<file path="config.mk">
export PLATFORM = sky130hd
export DESIGN_NAME = dram_slot_sequencer
export DESIGN_NICKNAME = d
export VERILOG_FILES = /design/src/rtl/seq_pkg.sv /design/src/rtl/seq_reset_sync.sv /design/src/rtl/seq_slot_ring.sv /design/src/rtl/seq_phase_gen.sv /design/src/rtl/seq_cpu_reset.sv /design/src/rtl/dram_slot_sequencer.sv
export SDC_FILE = /design/constraint.sdc
export NUM_CORES = 1
export LEC_CHECK = 0
export ABC_AREA = 1
export ABC_CLOCK_PERIOD_IN_PS = 2500
export BUFFER_PORTS_ARGS = -buffer_cell sky130_fd_sc_hd__buf_2
export CORE_UTILIZATION = 48
export DETAILED_ROUTE_END_ITERATION = 12
export GPL_ROUTABILITY_DRIVEN = 0
export PLACE_DENSITY = 0.75
export SYNTH_ARGS = -nofsm -noshare
export SYNTH_HDL_FRONTEND = slang
export SYNTH_HIERARCHICAL = 1
export SYNTH_SLANG_ARGS = --single-unit
export TNS_END_PERCENT = 5
</file>
<file path="constraint.sdc">
create_clock -name clk -period 2.5 [get_ports clk]
set_input_delay 0.125 -clock clk [delete_from_list [all_inputs] [get_ports clk]]
set_output_delay 0.125 -clock clk [all_outputs]
set_load 0.01 [all_outputs]
</file>
<file path="src/rtl/seq_pkg.sv">
package seq_pkg;

  // Positions inside one 8-step half (video or CPU) where the DRAM strobes act.
  localparam int RowStrobePos = 1;
  localparam int ColSelectPos = 2;
  localparam int ColStrobePos = 3;
  // Positions left idle at the top of each half so the DRAM can precharge.
  localparam int IdleTail     = 1;

  typedef struct packed {
    logic ras_n;
    logic mux_col;
    logic cas_n;
  } dram_strobe_t;

  // Strobe levels at position pos of a half that is half_len steps long.
  function automatic dram_strobe_t strobe_at(int pos, int half_len);
    dram_strobe_t s;
    int last;
    last      = half_len - 1 - IdleTail;
    s.ras_n   = !((pos >= RowStrobePos) && (pos <= last));
    s.mux_col =   (pos >= ColSelectPos) && (pos <= last);
    s.cas_n   = !((pos >= ColStrobePos) && (pos <= last));
    return s;
  endfunction

endpackage

</file>
<file path="src/rtl/seq_reset_sync.sv">
module seq_reset_sync #(
  parameter int SYNC_STAGES = 2
) (
  input  logic clk,
  input  logic rst_n,
  input  logic step_en,
  output logic sys_rst,
  output logic load
);

  // One extra stage behind the synchroniser serves as the edge detector.
  logic [SYNC_STAGES:0] sync_q;
  logic [SYNC_STAGES:0] sync_d;
  logic                 arm_q;
  logic                 arm_d;
  logic                 release_edge;

  always_comb begin
    sync_d       = {sync_q[SYNC_STAGES-1:0], 1'b1};
    release_edge = sync_q[SYNC_STAGES-1] & ~sync_q[SYNC_STAGES];
    // The start request waits for the next step, then lives exactly one step.
    arm_d        = release_edge | (arm_q & ~step_en);
  end

  always_ff @(posedge clk or negedge rst_n) begin
    if (!rst_n) begin
      sync_q <= '0;
      arm_q  <= 1'b0;
    end else begin
      sync_q <= sync_d;
      arm_q  <= arm_d;
    end
  end

  assign sys_rst = ~sync_q[SYNC_STAGES-1];
  assign load    = arm_q & step_en;

  AST_START_ONE_STEP: assert property (@(posedge clk) disable iff (!rst_n)
    (arm_q && step_en) |=> !arm_q);

endmodule

</file>
<file path="src/rtl/seq_slot_ring.sv">
module seq_slot_ring #(
  parameter int SLOTS = 16,
  parameter int IW    = $clog2(SLOTS)
) (
  input  logic          clk,
  input  logic          rst_n,
  input  logic          step_en,
  input  logic          load,
  output logic [IW-1:0] cur_idx,
  output logic [IW-1:0] nxt_idx
);

  // No reset on purpose: the ring must keep turning while reset is held.
  logic [SLOTS-1:0] ring_q;
  logic [SLOTS-1:0] ring_d;
  logic             legal;

  always_comb begin
    legal = (ring_q != '0) && ((ring_q & (ring_q - SLOTS'(1))) == '0);
    if (load || !legal) begin
      ring_d = SLOTS'(1);
    end else begin
      ring_d = {ring_q[SLOTS-2:0], ring_q[SLOTS-1]};
    end
  end

  always_comb begin
    cur_idx = '0;
    nxt_idx = '0;
    for (int i = 0; i < SLOTS; i++) begin
      if (ring_q[i]) cur_idx = IW'(i);
      if (ring_d[i]) nxt_idx = IW'(i);
    end
  end

  always_ff @(posedge clk) begin
    if (step_en) begin
      ring_q <= ring_d;
    end
  end

  AST_RING_ONEHOT: assert property (@(posedge clk) disable iff (!rst_n)
    $past(step_en) |-> $onehot(ring_q));

endmodule

</file>
<file path="src/rtl/seq_phase_gen.sv">
module seq_phase_gen
  import seq_pkg::*;
#(
  parameter int SLOTS = 16,
  parameter int IW    = $clog2(SLOTS)
) (
  input  logic          clk,
  input  logic          rst_n,
  input  logic          step_en,
  input  logic          load,
  input  logic          crtc_sel,
  input  logic [IW-1:0] nxt_idx,
  output logic          cpu_clk,
  output logic          vdc_clk,
  output logic          ras_n,
  output logic          mux_col,
  output logic          cas_n
);

  localparam int HALF            = SLOTS / 2;
  localparam int HW              = IW - 1;
  localparam logic [IW-1:0] CPU_START = IW'(HALF);

  logic         cpu_q, cpu_d;
  logic         vdc_q, vdc_d;
  logic         stretch_q, stretch_d;
  dram_strobe_t strobe_q, strobe_d;

  always_comb begin
    strobe_d  = strobe_at(int'(nxt_idx[HW-1:0]), HALF);
    cpu_d     = cpu_q;
    vdc_d     = vdc_q;
    stretch_d = stretch_q;
    if (load) begin
      cpu_d     = 1'b0;
      vdc_d     = 1'b0;
      stretch_d = 1'b0;
    end else if (nxt_idx == '0) begin
      cpu_d = 1'b0;
      vdc_d = ~vdc_q;
    end else if (nxt_idx == CPU_START) begin
      if (stretch_q) begin
        cpu_d     = 1'b1;
        stretch_d = 1'b0;
      end else if (crtc_sel && !vdc_q) begin
        cpu_d     = 1'b0;
        stretch_d = 1'b1;
      end else begin
        cpu_d = 1'b1;
      end
    end
  end

  // Outputs are loaded only on steps; loaded from load, not from rst_n.
  always_ff @(posedge clk) begin
    if (step_en) begin
      cpu_q     <= cpu_d;
      vdc_q     <= vdc_d;
      stretch_q <= stretch_d;
      strobe_q  <= strobe_d;
    end
  end

  assign cpu_clk = cpu_q;
  assign vdc_clk = vdc_q;
  assign ras_n   = strobe_q.ras_n;
  assign mux_col = strobe_q.mux_col;
  assign cas_n   = strobe_q.cas_n;

  AST_ROW_BEFORE_COL: assert property (@(posedge clk) disable iff (!rst_n)
    $rose(strobe_q.mux_col) |-> (!strobe_q.ras_n && $past(!strobe_q.ras_n)));

  AST_COL_BEFORE_CAS: assert property (@(posedge clk) disable iff (!rst_n)
    $fell(strobe_q.cas_n) |-> (strobe_q.mux_col && $past(strobe_q.mux_col)));

  AST_CPU_FALL_TOGGLES_VDC: assert property (@(posedge clk) disable iff (!rst_n)
    ($fell(cpu_q) && !$past(load)) |-> (vdc_q != $past(vdc_q)));

  AST_STRETCH_IN_VDC_HIGH: assert property (@(posedge clk) disable iff (!rst_n)
    ($rose(cpu_q) && $past(stretch_q)) |-> vdc_q);

  AST_HOLD_WITHOUT_STEP: assert property (@(posedge clk) disable iff (!rst_n)
    !$past(step_en) |-> $stable({cpu_q, vdc_q, strobe_q}));

endmodule

</file>
<file path="src/rtl/seq_cpu_reset.sv">
module seq_cpu_reset #(
  parameter int SLOTS         = 16,
  parameter int RST_HOLD_REVS = 4,
  parameter int IW            = $clog2(SLOTS),
  parameter int CW            = $clog2(RST_HOLD_REVS + 1)
) (
  input  logic          clk,
  input  logic          rst_n,
  input  logic          sys_rst,
  input  logic          step_en,
  input  logic          load,
  input  logic [IW-1:0] nxt_idx,
  input  logic [IW-1:0] cur_idx,
  output logic          cpu_rst_n
);

  localparam logic [CW-1:0] LAST_REV = CW'(RST_HOLD_REVS - 1);

  logic          run_q, run_d;
  logic [CW-1:0] cnt_q, cnt_d;
  logic          rel_q, rel_d;
  logic          wrap;

  always_comb begin
    wrap  = (nxt_idx == '0);
    run_d = run_q;
    cnt_d = cnt_q;
    rel_d = rel_q;
    if (sys_rst) begin
      run_d = 1'b0;
      cnt_d = '0;
      rel_d = 1'b0;
    end else if (step_en) begin
      if (load) begin
        run_d = 1'b1;
        cnt_d = '0;
        rel_d = 1'b0;
      end else if (run_q && wrap && !rel_q) begin
        cnt_d = cnt_q + CW'(1);
        rel_d = (cnt_q == LAST_REV);
      end
    end
  end

  always_ff @(posedge clk or negedge rst_n) begin
    if (!rst_n) begin
      run_q <= 1'b0;
      cnt_q <= '0;
      rel_q <= 1'b0;
    end else begin
      run_q <= run_d;
      cnt_q <= cnt_d;
      rel_q <= rel_d;
    end
  end

  assign cpu_rst_n = rel_q;

  AST_RELEASE_AT_SLOT0: assert property (@(posedge clk) disable iff (!rst_n)
    $rose(rel_q) |-> (cur_idx == '0));

endmodule

</file>
<file path="src/rtl/dram_slot_sequencer.sv">
module dram_slot_sequencer #(
  parameter int SLOTS         = 16,
  parameter int RST_HOLD_REVS = 4,
  parameter int SYNC_STAGES   = 2
) (
  input  logic clk,
  input  logic rst_n,
  input  logic step_en,
  input  logic crtc_sel,
  output logic cpu_clk,
  output logic vdc_clk,
  output logic ras_n,
  output logic mux_col,
  output logic cas_n,
  output logic cpu_rst_n
);

  localparam int IW = $clog2(SLOTS);

  logic          sys_rst;
  logic          load;
  logic [IW-1:0] cur_idx;
  logic [IW-1:0] nxt_idx;

  seq_reset_sync #(.SYNC_STAGES(SYNC_STAGES)) u_sync (
    .clk     (clk),
    .rst_n   (rst_n),
    .step_en (step_en),
    .sys_rst (sys_rst),
    .load    (load)
  );

  seq_slot_ring #(.SLOTS(SLOTS), .IW(IW)) u_ring (
    .clk     (clk),
    .rst_n   (rst_n),
    .step_en (step_en),
    .load    (load),
    .cur_idx (cur_idx),
    .nxt_idx (nxt_idx)
  );

  seq_phase_gen #(.SLOTS(SLOTS), .IW(IW)) u_phase (
    .clk      (clk),
    .rst_n    (rst_n),
    .step_en  (step_en),
    .load     (load),
    .crtc_sel (crtc_sel),
    .nxt_idx  (nxt_idx),
    .cpu_clk  (cpu_clk),
    .vdc_clk  (vdc_clk),
    .ras_n    (ras_n),
    .mux_col  (mux_col),
    .cas_n    (cas_n)
  );

  seq_cpu_reset #(.SLOTS(SLOTS), .RST_HOLD_REVS(RST_HOLD_REVS), .IW(IW)) u_cpurst (
    .clk       (clk),
    .rst_n     (rst_n),
    .sys_rst   (sys_rst),
    .step_en   (step_en),
    .load      (load),
    .nxt_idx   (nxt_idx),
    .cur_idx   (cur_idx),
    .cpu_rst_n (cpu_rst_n)
  );

endmodule

</file>
==> flow_summary.json, run 1 <==
{
  "drt.antenna.violating_nets": 0,
  "rsz0062_at_grt": "true",
  "pwr_density_cell_nw_per_um2": 503,
  "regToRegEndpoint": "u_cpurst/cnt_q[2]",
  "hpwl_mm": 2.36,
  "finalMaxSlewViolations": 0,
  "cp_cell_sequence": "nor2_4 -> nand2_2 -> nor2_4 -> o21ai_2 -> nor2_2 -> nand3_2 -> nor2_4 -> clkinv_4 -> nor2_2 -> nor2_2 -> nand2_4 -> nor2_1 -> nand3_1 -> nand2_2 -> nand2_2 -> nand2_1 -> nand2_1",
  "min_period_ns": 2.42,
  "vias": 1500,
  "n_antenna_cell": 0,
  "reg2reg_from": "u_ring/ring_q[6]",
  "clock.fmax_mhz": 414,
  "endpoint_kind": "flop",
  "ir_worst_vdd_mv": 0.286,
  "use_met3_pct": 3.65,
  "finClkSkew_ns": 0.00838,
  "crit_type": "reg -> reg",
  "period_share_pct": 96.7,
  "required_ns": 2.77,
  "grt_pass1_wl_mm": 5.66,
  "gr-usage-met1_pct": 24.9,
  "cts_root_buf": "clkbuf_4",
  "io_pins": 10,
  "die-area_sq_um": 3900,
  "max_cap_violations": 0,
  "finalPower_mw": 1.09,
  "yosysWarningCount": 6,
  "drc": 0,
  "layout-drive-gt1-share_pct": 27.0,
  "clk_latency_ns": 0.32,
  "crit_arrival_ns": 2.68,
  "portBuffers": 9,
  "antenna_found_initial": 0,
  "crit_fanout": 8,
  "die_y_um": 62.4,
  "clk_pin_slew_worst_paths_ns": 0.10,
  "start_util_pct": 51.3,
  "cts_buffers": 5,
  "grtUsageMet2_pct": 28.7,
  "finalHoldViolCount": 0,
  "wl_mm": 3.65,
  "fp.dieW_um": 62.4,
  "reg_top3": "u_ring/ring_q: 16 flops, u_cpurst/cnt_q: 3 flops, u_sync/sync_q: 3 flops",
  "min_path_type": "in -> async",
  "crit_path_max_incr_delay_ns": 0.54,
  "largest_reg_flops": 16,
  "grt_overflow": 0,
  "fin_tns_setup_ns": 0,
  "row_count": 21,
  "wl_per_cell_um": 11.8,
  "synth_fp_nets": 232,
  "area_growth_pct": 23.4,
  "grt_max_degree": 26,
  "synthCells": 226,
  "reg2reg_slack_ns": 0.08,
  "worstRegToRegCells": 17,
  "syn-cell-area_sq_um": 1750,
  "setup_viol": 0,
  "initialDrtViolationCount": 124,
  "firstDrtPassIters": 4,
  "cp-start-kind": "flop",
  "leakage_nw": 1.03,
  "cp_slowest_cell": "edfxtp_1",
  "finalNetCount": 268,
  "drt-vias-per-instance": 4.85,
  "coreArea_sq_um": 3420,
  "grtUsageTotal_pct": 18.6,
  "regMostFlops": "u_ring/ring_q",
  "clk_path_buf_depth": 2,
  "run_status": "finished clean",
  "grt_pass1_vias": 1320,
  "htree_levels": 2,
  "top_usage_layer": "met2",
  "cts_tree": "built",
  "clkSinkCount": 31,
  "syn_avg_cell_area_sq_um": 7.75
}
## cell usage in the layout (no fill, tap or decap)
cell	instances
a21oi_1	4
clkinv_2	1
clkbuf_4	5
nor2_4	8
a21oi_2	3
o21ai_1	1
bufinv_16	1
nand2_1	56
nor3_1	1
buf_2	9
dfrtp_1	9
nor2_2	11
nand3_1	7
o21ai_0	4
edfxtp_1	22
nand3_2	1
inv_1	39
nand3b_1	1
dlygate4sd3_1	1
nand2_2	8
o21ai_2	1
inv_2	1
clkinv_1	1
ha_1	2
conb_1	1
nand4_1	4
clkinv_4	1
nor2_1	37
nand2_4	1
o211ai_1	1
o41ai_1	1
buf_4	20
## layout make-up
class,instances,area [sq um]
well taps,46,57.6
clock inverters,3,38.8
repair buffers,30,205
inverters,41,159
flip-flops and latches,31,886
clock buffers,5,37.5
fillers,278,1250
multi-input cells,153,777
## how the worst max path moves through the flow
stage / start / end / depth (start not counted)
after floorplan: u_ring/ring_q[0] / u_phase/mux_col / 12
after global placement: u_ring/ring_q[0] / u_phase/mux_col / 12
after detailed placement: u_ring/ring_q[6] / u_phase/mux_col / 12
after CTS: u_ring/ring_q[6] / u_phase/mux_col / 12
after global routing: u_ring/ring_q[6] / u_cpurst/cnt_q[0] / 17
final: u_ring/ring_q[6] / u_cpurst/cnt_q[2] / 17
## power by group
group / switching (mW) / total [mW] / internal, mW
clock: 0.171 / 0.377 / 0.206
sequential: 0.0201 / 0.594 / 0.574
combinational: 0.0713 / 0.115 / 0.0439
## per-layer routing
metal / part of all wire (%) / wire (um)
met2: 47 / 1730
met3: 4.8 / 176
met5: 0 / 0
met4: 2.0 / 74
met1: 46 / 1670
## worst max-delay path, delay by kind of cell (launching register included)
family	cells	cell delay (ns)
compound gates	1	0.07
flops	1	0.54
simple gates	15	1.58
buf+inv	1	0.14
## metrics by stage
| stage | cell area [sq um] | cells | hold WS, ns | setup slack [ns] | util [%] |
|---|---|---|---|---|---|
| 3_5_place_dp | 1870 | 283 | -0.0152 | 0.0840 | 54.6 |
| 4_1_cts | 1950 | 292 | 0.150 | 0.0859 | 57.1 |
| 2_1_floorplan | 1750 | 226 | -0.171 | 0.406 | - |
| 3_3_place_gp | 1870 | 283 | -0.0181 | 0.119 | 54.6 |
| 5_1_grt | 2160 | 309 | 0.157 | -0.0914 | 63.3 |
| 6_report | 2160 | 309 | 0.169 | 0.0833 | 63.3 |
## repair_timing
| action | 4_1_cts | 5_1_grt |
|---|---|---|
| buffers inserted | 0 | 17 |
| hold endpoints to repair | 9 | 0 |
| endpoints found under the setup margin | 0 | 11 |
| hold buffers | 1 | 0 |
| gates resized for setup | 0 | 26 |
Note: power is estimated with default switching activity, not from simulation.
==> run 2, diff against run 1 <==
Settings changed: ABC_CLOCK_PERIOD_IN_PS 2500 to 2200, CORE_MARGIN from default to 8, PLACE_DENSITY 0.75 to 0.78.
Clock period 2.5 ns to 2.2 ns, I/O delays scaled along.
==> run 2 against run 1 <==
  * The flow now finishes with violations (setup timing)
  * Sequential power increased by 14%
  * Clock-buffer cell count grew 1
  * Clock skew up 0.0048 ns
  * Final cell count up 0.97%
==> flow_summary.json, run 2 (synthesis gave the netlist of run 1 again) <==
{
  "required_ns": 2.28,
  "largest_reg_flops": 16,
  "pwr_density_cell_nw_per_um2": 508,
  "firstDrtPassIters": 4,
  "fp.dieW_um": 76.4,
  "clk_latency_ns": 0.33,
  "crit_fanout": 5,
  "setup_viol": 11,
  "drt.antenna.violating_nets": 0,
  "wl_mm": 3.98,
  "cts_tree": "built",
  "clkPwrFrac_pct": 27.1,
  "final_area_sq_um": 2190,
  "p_comb_share_pct": 12.3,
  "antenna_found_initial": 0,
  "setup_ws_ns": -0.269,
  "grt_pass1_vias": 1402,
  "finalHoldViolCount": 0,
  "start_util_pct": 49.0,
  "coreArea_sq_um": 3580,
  "die_y_um": 76.4,
  "power.internal_uw": 823,
  "crit_arrival_ns": 2.55,
  "io_pins": 10,
  "pwr-share-seq_pct": 60.6,
  "grt_max_degree": 26,
  "max_cap_violations": 0,
  "clock.fmax_mhz": 405,
  "cp_slowest_cell": "edfxtp_1",
  "cts_root_buf": "clkbuf_4",
  "row_count": 22,
  "regMostFlops": "u_ring/ring_q",
  "reg_top3": "u_ring/ring_q: 16 flops, u_cpurst/cnt_q: 3 flops, u_sync/sync_q: 3 flops",
  "vias": 1523,
  "layout-drive-gt1-share_pct": 28.8,
  "ir_worst_vdd_mv": 0.367,
  "finalPower_mw": 1.11,
  "cp_cell_sequence": "nor2_2 -> nand2_1 -> nor2_1 -> nand2_1 -> nand2_1 -> nand4_1 -> nor2_4 -> o41ai_4 -> nand3_2 -> nor2_4 -> nand2_4 -> nand3_1 -> o21ai_0 -> inv_1",
  "portBuffers": 9,
  "endpoint_kind": "flop",
  "crit_start": "u_ring/ring_q[9]",
  "post_dp_cell_area_sq_um": 1960,
  "cp-start-kind": "flop",
  "clk_pin_slew_worst_paths_ns": 0.10,
  "cp_num_cells": 14,
  "cp-endpoint": "u_phase/mux_col",
  "reg2reg_from": "u_ring/ring_q[9]",
  "layout_commonest_cell": "nand2_1",
  "initialDrtViolationCount": 161,
  "crit_type": "reg -> reg",
  "regToRegEndpoint": "u_phase/mux_col",
  "violations": "setup timing",
  "final_util_pct": 61.3,
  "finalMaxSlewViolations": 0,
  "worstRegToRegCells": 14,
  "cpMostUsedCell": "nand2_1",
  "cp_top_family": "simple AND/OR/NAND/NOR gates",
  "fill_cells": 296,
  "reg2reg_slack_ns": -0.27,
  "htree_levels": 2,
  "final_cell_mix": "nand2_1 (55), inv_1 (39), nor2_1 (34)",
  "grtUsageTotal_pct": 12.2,
  "min_path_type": "in -> async",
  "rsz0062_at_grt": "true",
  "crit_path_max_incr_delay_ns": 0.48,
  "wl_per_cell_um": 12.8,
  "grt_overflow": 0,
  "area_growth_pct": 25.1,
  "drt-vias-per-instance": 4.88,
  "dp_slack_ns": -0.130,
  "hpwl_mm": 2.52,
  "grt_pass1_wl_mm": 5.87,
  "clkSinkCount": 31,
  "switchingPower_uw": 291,
  "clk_path_buf_depth": 2,
  "drc": 0,
  "die-area_sq_um": 5840,
  "finalNetCount": 269,
  "cts_buffers": 5,
  "switching_share_pct": 26.1,
  "critPathBufInv": 1,
  "period_share_pct": 112,
  "run_status": "finished, violations left",
  "finClkSkew_ns": 0.0131,
  "min_period_ns": 2.47,
  "leakage_nw": 1.03,
  "n_antenna_cell": 0
}
==> run 2: changes by cell type in the layout (fill, tap and decap cells not counted), sizes merged <==
| cell | before | now |
|---|---|---|
| buf | 29 | 30 |
| bufinv | 1 | 0 |
| clkbuf | 5 | 6 |
| clkinv | 3 | 2 |
| inv | 40 | 41 |
==> run 2: cell type report <==
type                       instances  area (sq um)  area share (%)
sequential                        31           886            40.4
multi-input combinational        153           821            37.4
timing repair buffer              31           220            10.0
inverter                          41           156            7.13
tap                               48          60.1            2.74
clock buffer                       6          41.3            1.88
clock inverter                     2          7.51           0.342
==> run 2: worst min-delay path by stage <==
stage,end
after floorplan,u_cpurst/cnt_q[0]
after global placement,u_cpurst/cnt_q[1]
after detailed placement,u_cpurst/cnt_q[2]
after CTS,u_cpurst/run_q
after global routing,u_sync/sync_q[0]
final,u_sync/sync_q[0]
==> run 2: power groups by stage <==
| stage | Clock (mW) | Combinational, mW | Sequential [mW] |
|---|---|---|---|
| 6_report | 0.302 | 0.137 | 0.675 |
| 3_5_place_dp | 0 | 0.117 | 0.685 |
| 3_3_place_gp | 0 | 0.116 | 0.683 |
| 2_1_floorplan | 0 | 0.0723 | 0.683 |
| 4_1_cts | 0.314 | 0.125 | 0.672 |
| 5_1_grt | 0.333 | 0.152 | 0.678 |
==> run 2: worst reg2reg max path, delay by kind of cell, from the launching register on <==
kind	cells	cell delay [ns]
compound gates	2	0.22
simple gates	11	1.47
flops	1	0.48
buf+inv	1	0.06
==> run 2: metal layers <==
metal | GRT usage, % | wire length [um]
met5 | 0 | 0
met1 | 13.7 | 1630
met4 | 5.00 | 76
met3 | 4.01 | 262
met2 | 20.7 | 2020
==> run 2: stage by stage <==
step | hold WS, ns | setup TNS, ns | std cells
2_1_floorplan | -0.186 | 0 | 226
3_3_place_gp | -0.0341 | -0.250 | 297
3_5_place_dp | -0.0317 | -1.02 | 297
4_1_cts | 0.134 | -0.249 | 310
5_1_grt | 0.163 | -3.76 | 312
6_report | 0.142 | -2.40 | 312
==> run 2: what timing repair did <==
item,CTS,global route
hold buffers,1,0
setup endpoints to repair,11,11
setup buffers,4,2
endpoints found under the hold margin,9,0
pin swaps,1,21
gates resized for setup,4,32
==> run 3, diff against run 2 <==
Settings changed: CORE_MARGIN 8 to 10, CTS_CLUSTER_SIZE from default to 16.
==> run 3 against run 2 <==
  * The run still ends with setup timing left
  * Clock power increased by 43%
  * Non-clock buffer count rose by 8
  * Register-to-register slack better by 0.09 ns
  * Die area grew 11%
  * Global-route usage up 0.85 points
  * Combinational power about the same
  * Flip-flop and latch count is the same
  * Largest power group unchanged
==> flow_summary.json, run 3 (synthesis gave the netlist of run 1 again) <==
{
  "pwr_density_cell_nw_per_um2": 561,
  "instances_no_fill": 318,
  "layout_commonest_cell": "nand2_1",
  "grt_pass1_wl_mm": 6.48,
  "die_y_um": 80.4,
  "clk_pin_slew_worst_paths_ns": 0.07,
  "grt_pass1_vias": 1447,
  "start_util_pct": 50.9,
  "fill_cells": 277,
  "drt.antenna.violating_nets": 0,
  "cts_root_buf": "clkbuf_8",
  "final_cell_mix": "nand2_1 (59), nor2_1 (41), inv_1 (40)",
  "multiInputGateArea_sq_um": 763,
  "coreArea_sq_um": 3440,
  "crit_type": "reg -> reg",
  "crit_fanout": 5,
  "cp-start-kind": "flop",
  "grt_overflow": 0,
  "drt-vias-per-instance": 4.77,
  "regArea_sq_um": 886,
  "reg_top3": "u_ring/ring_q: 16 flops, u_cpurst/cnt_q: 3 flops, u_sync/sync_q: 3 flops",
  "regMostFlops": "u_ring/ring_q",
  "firstDrtPassIters": 4,
  "drc": 0,
  "finalNetCount": 277,
  "finalMaxSlewViolations": 0,
  "die-area_sq_um": 6470,
  "fp.dieW_um": 80.4,
  "cts_tree": "built",
  "area_growth_pct": 26.6,
  "final_util_pct": 64.4,
  "leakage_nw": 1.08,
  "wl_mm": 4.02,
  "finClkSkew_ns": 0.00543,
  "grt_max_degree": 26,
  "max_cap_violations": 0,
  "antenna_found_initial": 0,
  "setup_viol": 11,
  "min_path_type": "in -> async",
  "htree_levels": 2,
  "min_period_ns": 2.38,
  "violations": "setup timing",
  "vias": 1516,
  "worstRegToRegCells": 19,
  "portBuffers": 9,
  "n_antenna_cell": 0,
  "required_ns": 2.37,
  "finalHoldViolCount": 0,
  "period_share_pct": 108,
  "crit_arrival_ns": 2.55,
  "cts_buffers": 5,
  "holdWs_ns": 0.201,
  "row_count": 21,
  "run_status": "finished, violations left",
  "finalPower_mw": 1.24,
  "hpwl_mm": 2.72,
  "initialDrtViolationCount": 136,
  "clk_latency_ns": 0.29,
  "reg2reg_from": "u_ring/ring_q[12]",
  "clock.fmax_mhz": 420,
  "wl_per_cell_um": 12.6,
  "setup_ws_ns": -0.180,
  "grtUsageTotal_pct": 13.0,
  "rsz0062_at_grt": "true",
  "reg2reg_slack_ns": -0.18,
  "endpoint_kind": "flop",
  "layout-drive-gt1-share_pct": 26.5,
  "io_pins": 10,
  "clkSinkCount": 31,
  "placed_cells": 303,
  "dp_slack_ns": -0.150,
  "largest_reg_flops": 16,
  "regToRegEndpoint": "u_cpurst/cnt_q[0]",
  "clk_path_buf_depth": 2,
  "ir_worst_vdd_mv": 0.436
}
run 3: cell types whose count changed in the layout (fill, tap and decap cells not counted), sizes merged:
cell,delta
buf,+8
clkbuf,+1
clkinv,-1
run 3: critical path, cell delays in order (launching register included):
cell and delay (ns):
edfxtp_1 0.38, buf_4 0.16, inv_1 0.12, nand2_1 0.08
nor2_1 0.15, nand2_1 0.07, nand2_1 0.07, a21oi_2 0.06
nand3_2 0.08, nor2_4 0.05, o41ai_2 0.08, nand3_2 0.18
nor2_2 0.15, nand2_2 0.09, nor2_1 0.12, nand3_1 0.10
nand2_2 0.13, nand2_2 0.09, nand2_1 0.07, nand2_1 0.06
run 3: stage by stage:
step	cell area, sq um	TNS, ns
after floorplan	1750	0
after global placement	2020	-0.232
after detailed placement	2020	-1.30
after CTS	2170	-0.387
after global routing	2220	-3.05
final	2220	-1.15
run 3: final cells by class:
type	instances	share of cell area, %
flip-flops and latches	31	39.9
multi-input cells	153	34.4
repair buffers	39	12.5
inverters	41	6.94
clock buffers	7	3.44
well taps	46	2.59
clock inverters	1	0.226
run 3: repair_timing:
item | in CTS | in global routing
resized for setup | 8 | 9
buffers inserted | 5 | 1
hold buffers | 1 | 0
endpoints found under the hold margin | 9 | 0
setup endpoints to repair | 11 | 11
pin swaps | 5 | 10
run 3: worst max-delay path by stage:
| stage | startpoint | slack (ns) | to | cells after the start |
|---|---|---|---|---|
| 2_1_floorplan | u_ring/ring_q[0] | 0.11 | u_phase/mux_col | 12 |
| 3_3_place_gp | u_ring/ring_q[4] | -0.06 | u_phase/mux_col | 14 |
| 3_5_place_dp | u_ring/ring_q[4] | -0.15 | u_phase/mux_col | 14 |
| 4_1_cts | u_ring/ring_q[6] | -0.09 | u_cpurst/cnt_q[0] | 16 |
| 5_1_grt | u_ring/ring_q[3] | -0.35 | u_cpurst/cnt_q[0] | 20 |
| 6_report | u_ring/ring_q[12] | -0.18 | u_cpurst/cnt_q[0] | 19 |
run 3: layer usage:
layer / part of all wire (%) / wire length [um] / track usage, % / up-vias
met5: 0 / 0 / 0 / -
met4: 2.8 / 114 / 7.22 / 0
met3: 4.9 / 197 / 4.57 / 8
met2: 49 / 1970 / 21.1 / 37
met1: 43 / 1740 / 14.6 / 681
li1: - / - / - / 790
run 3: report_power, final:
part	internal, mW	switching (mW)
Combinational	0.0543	0.0848
Clock	0.222	0.210
Sequential	0.653	0.0196
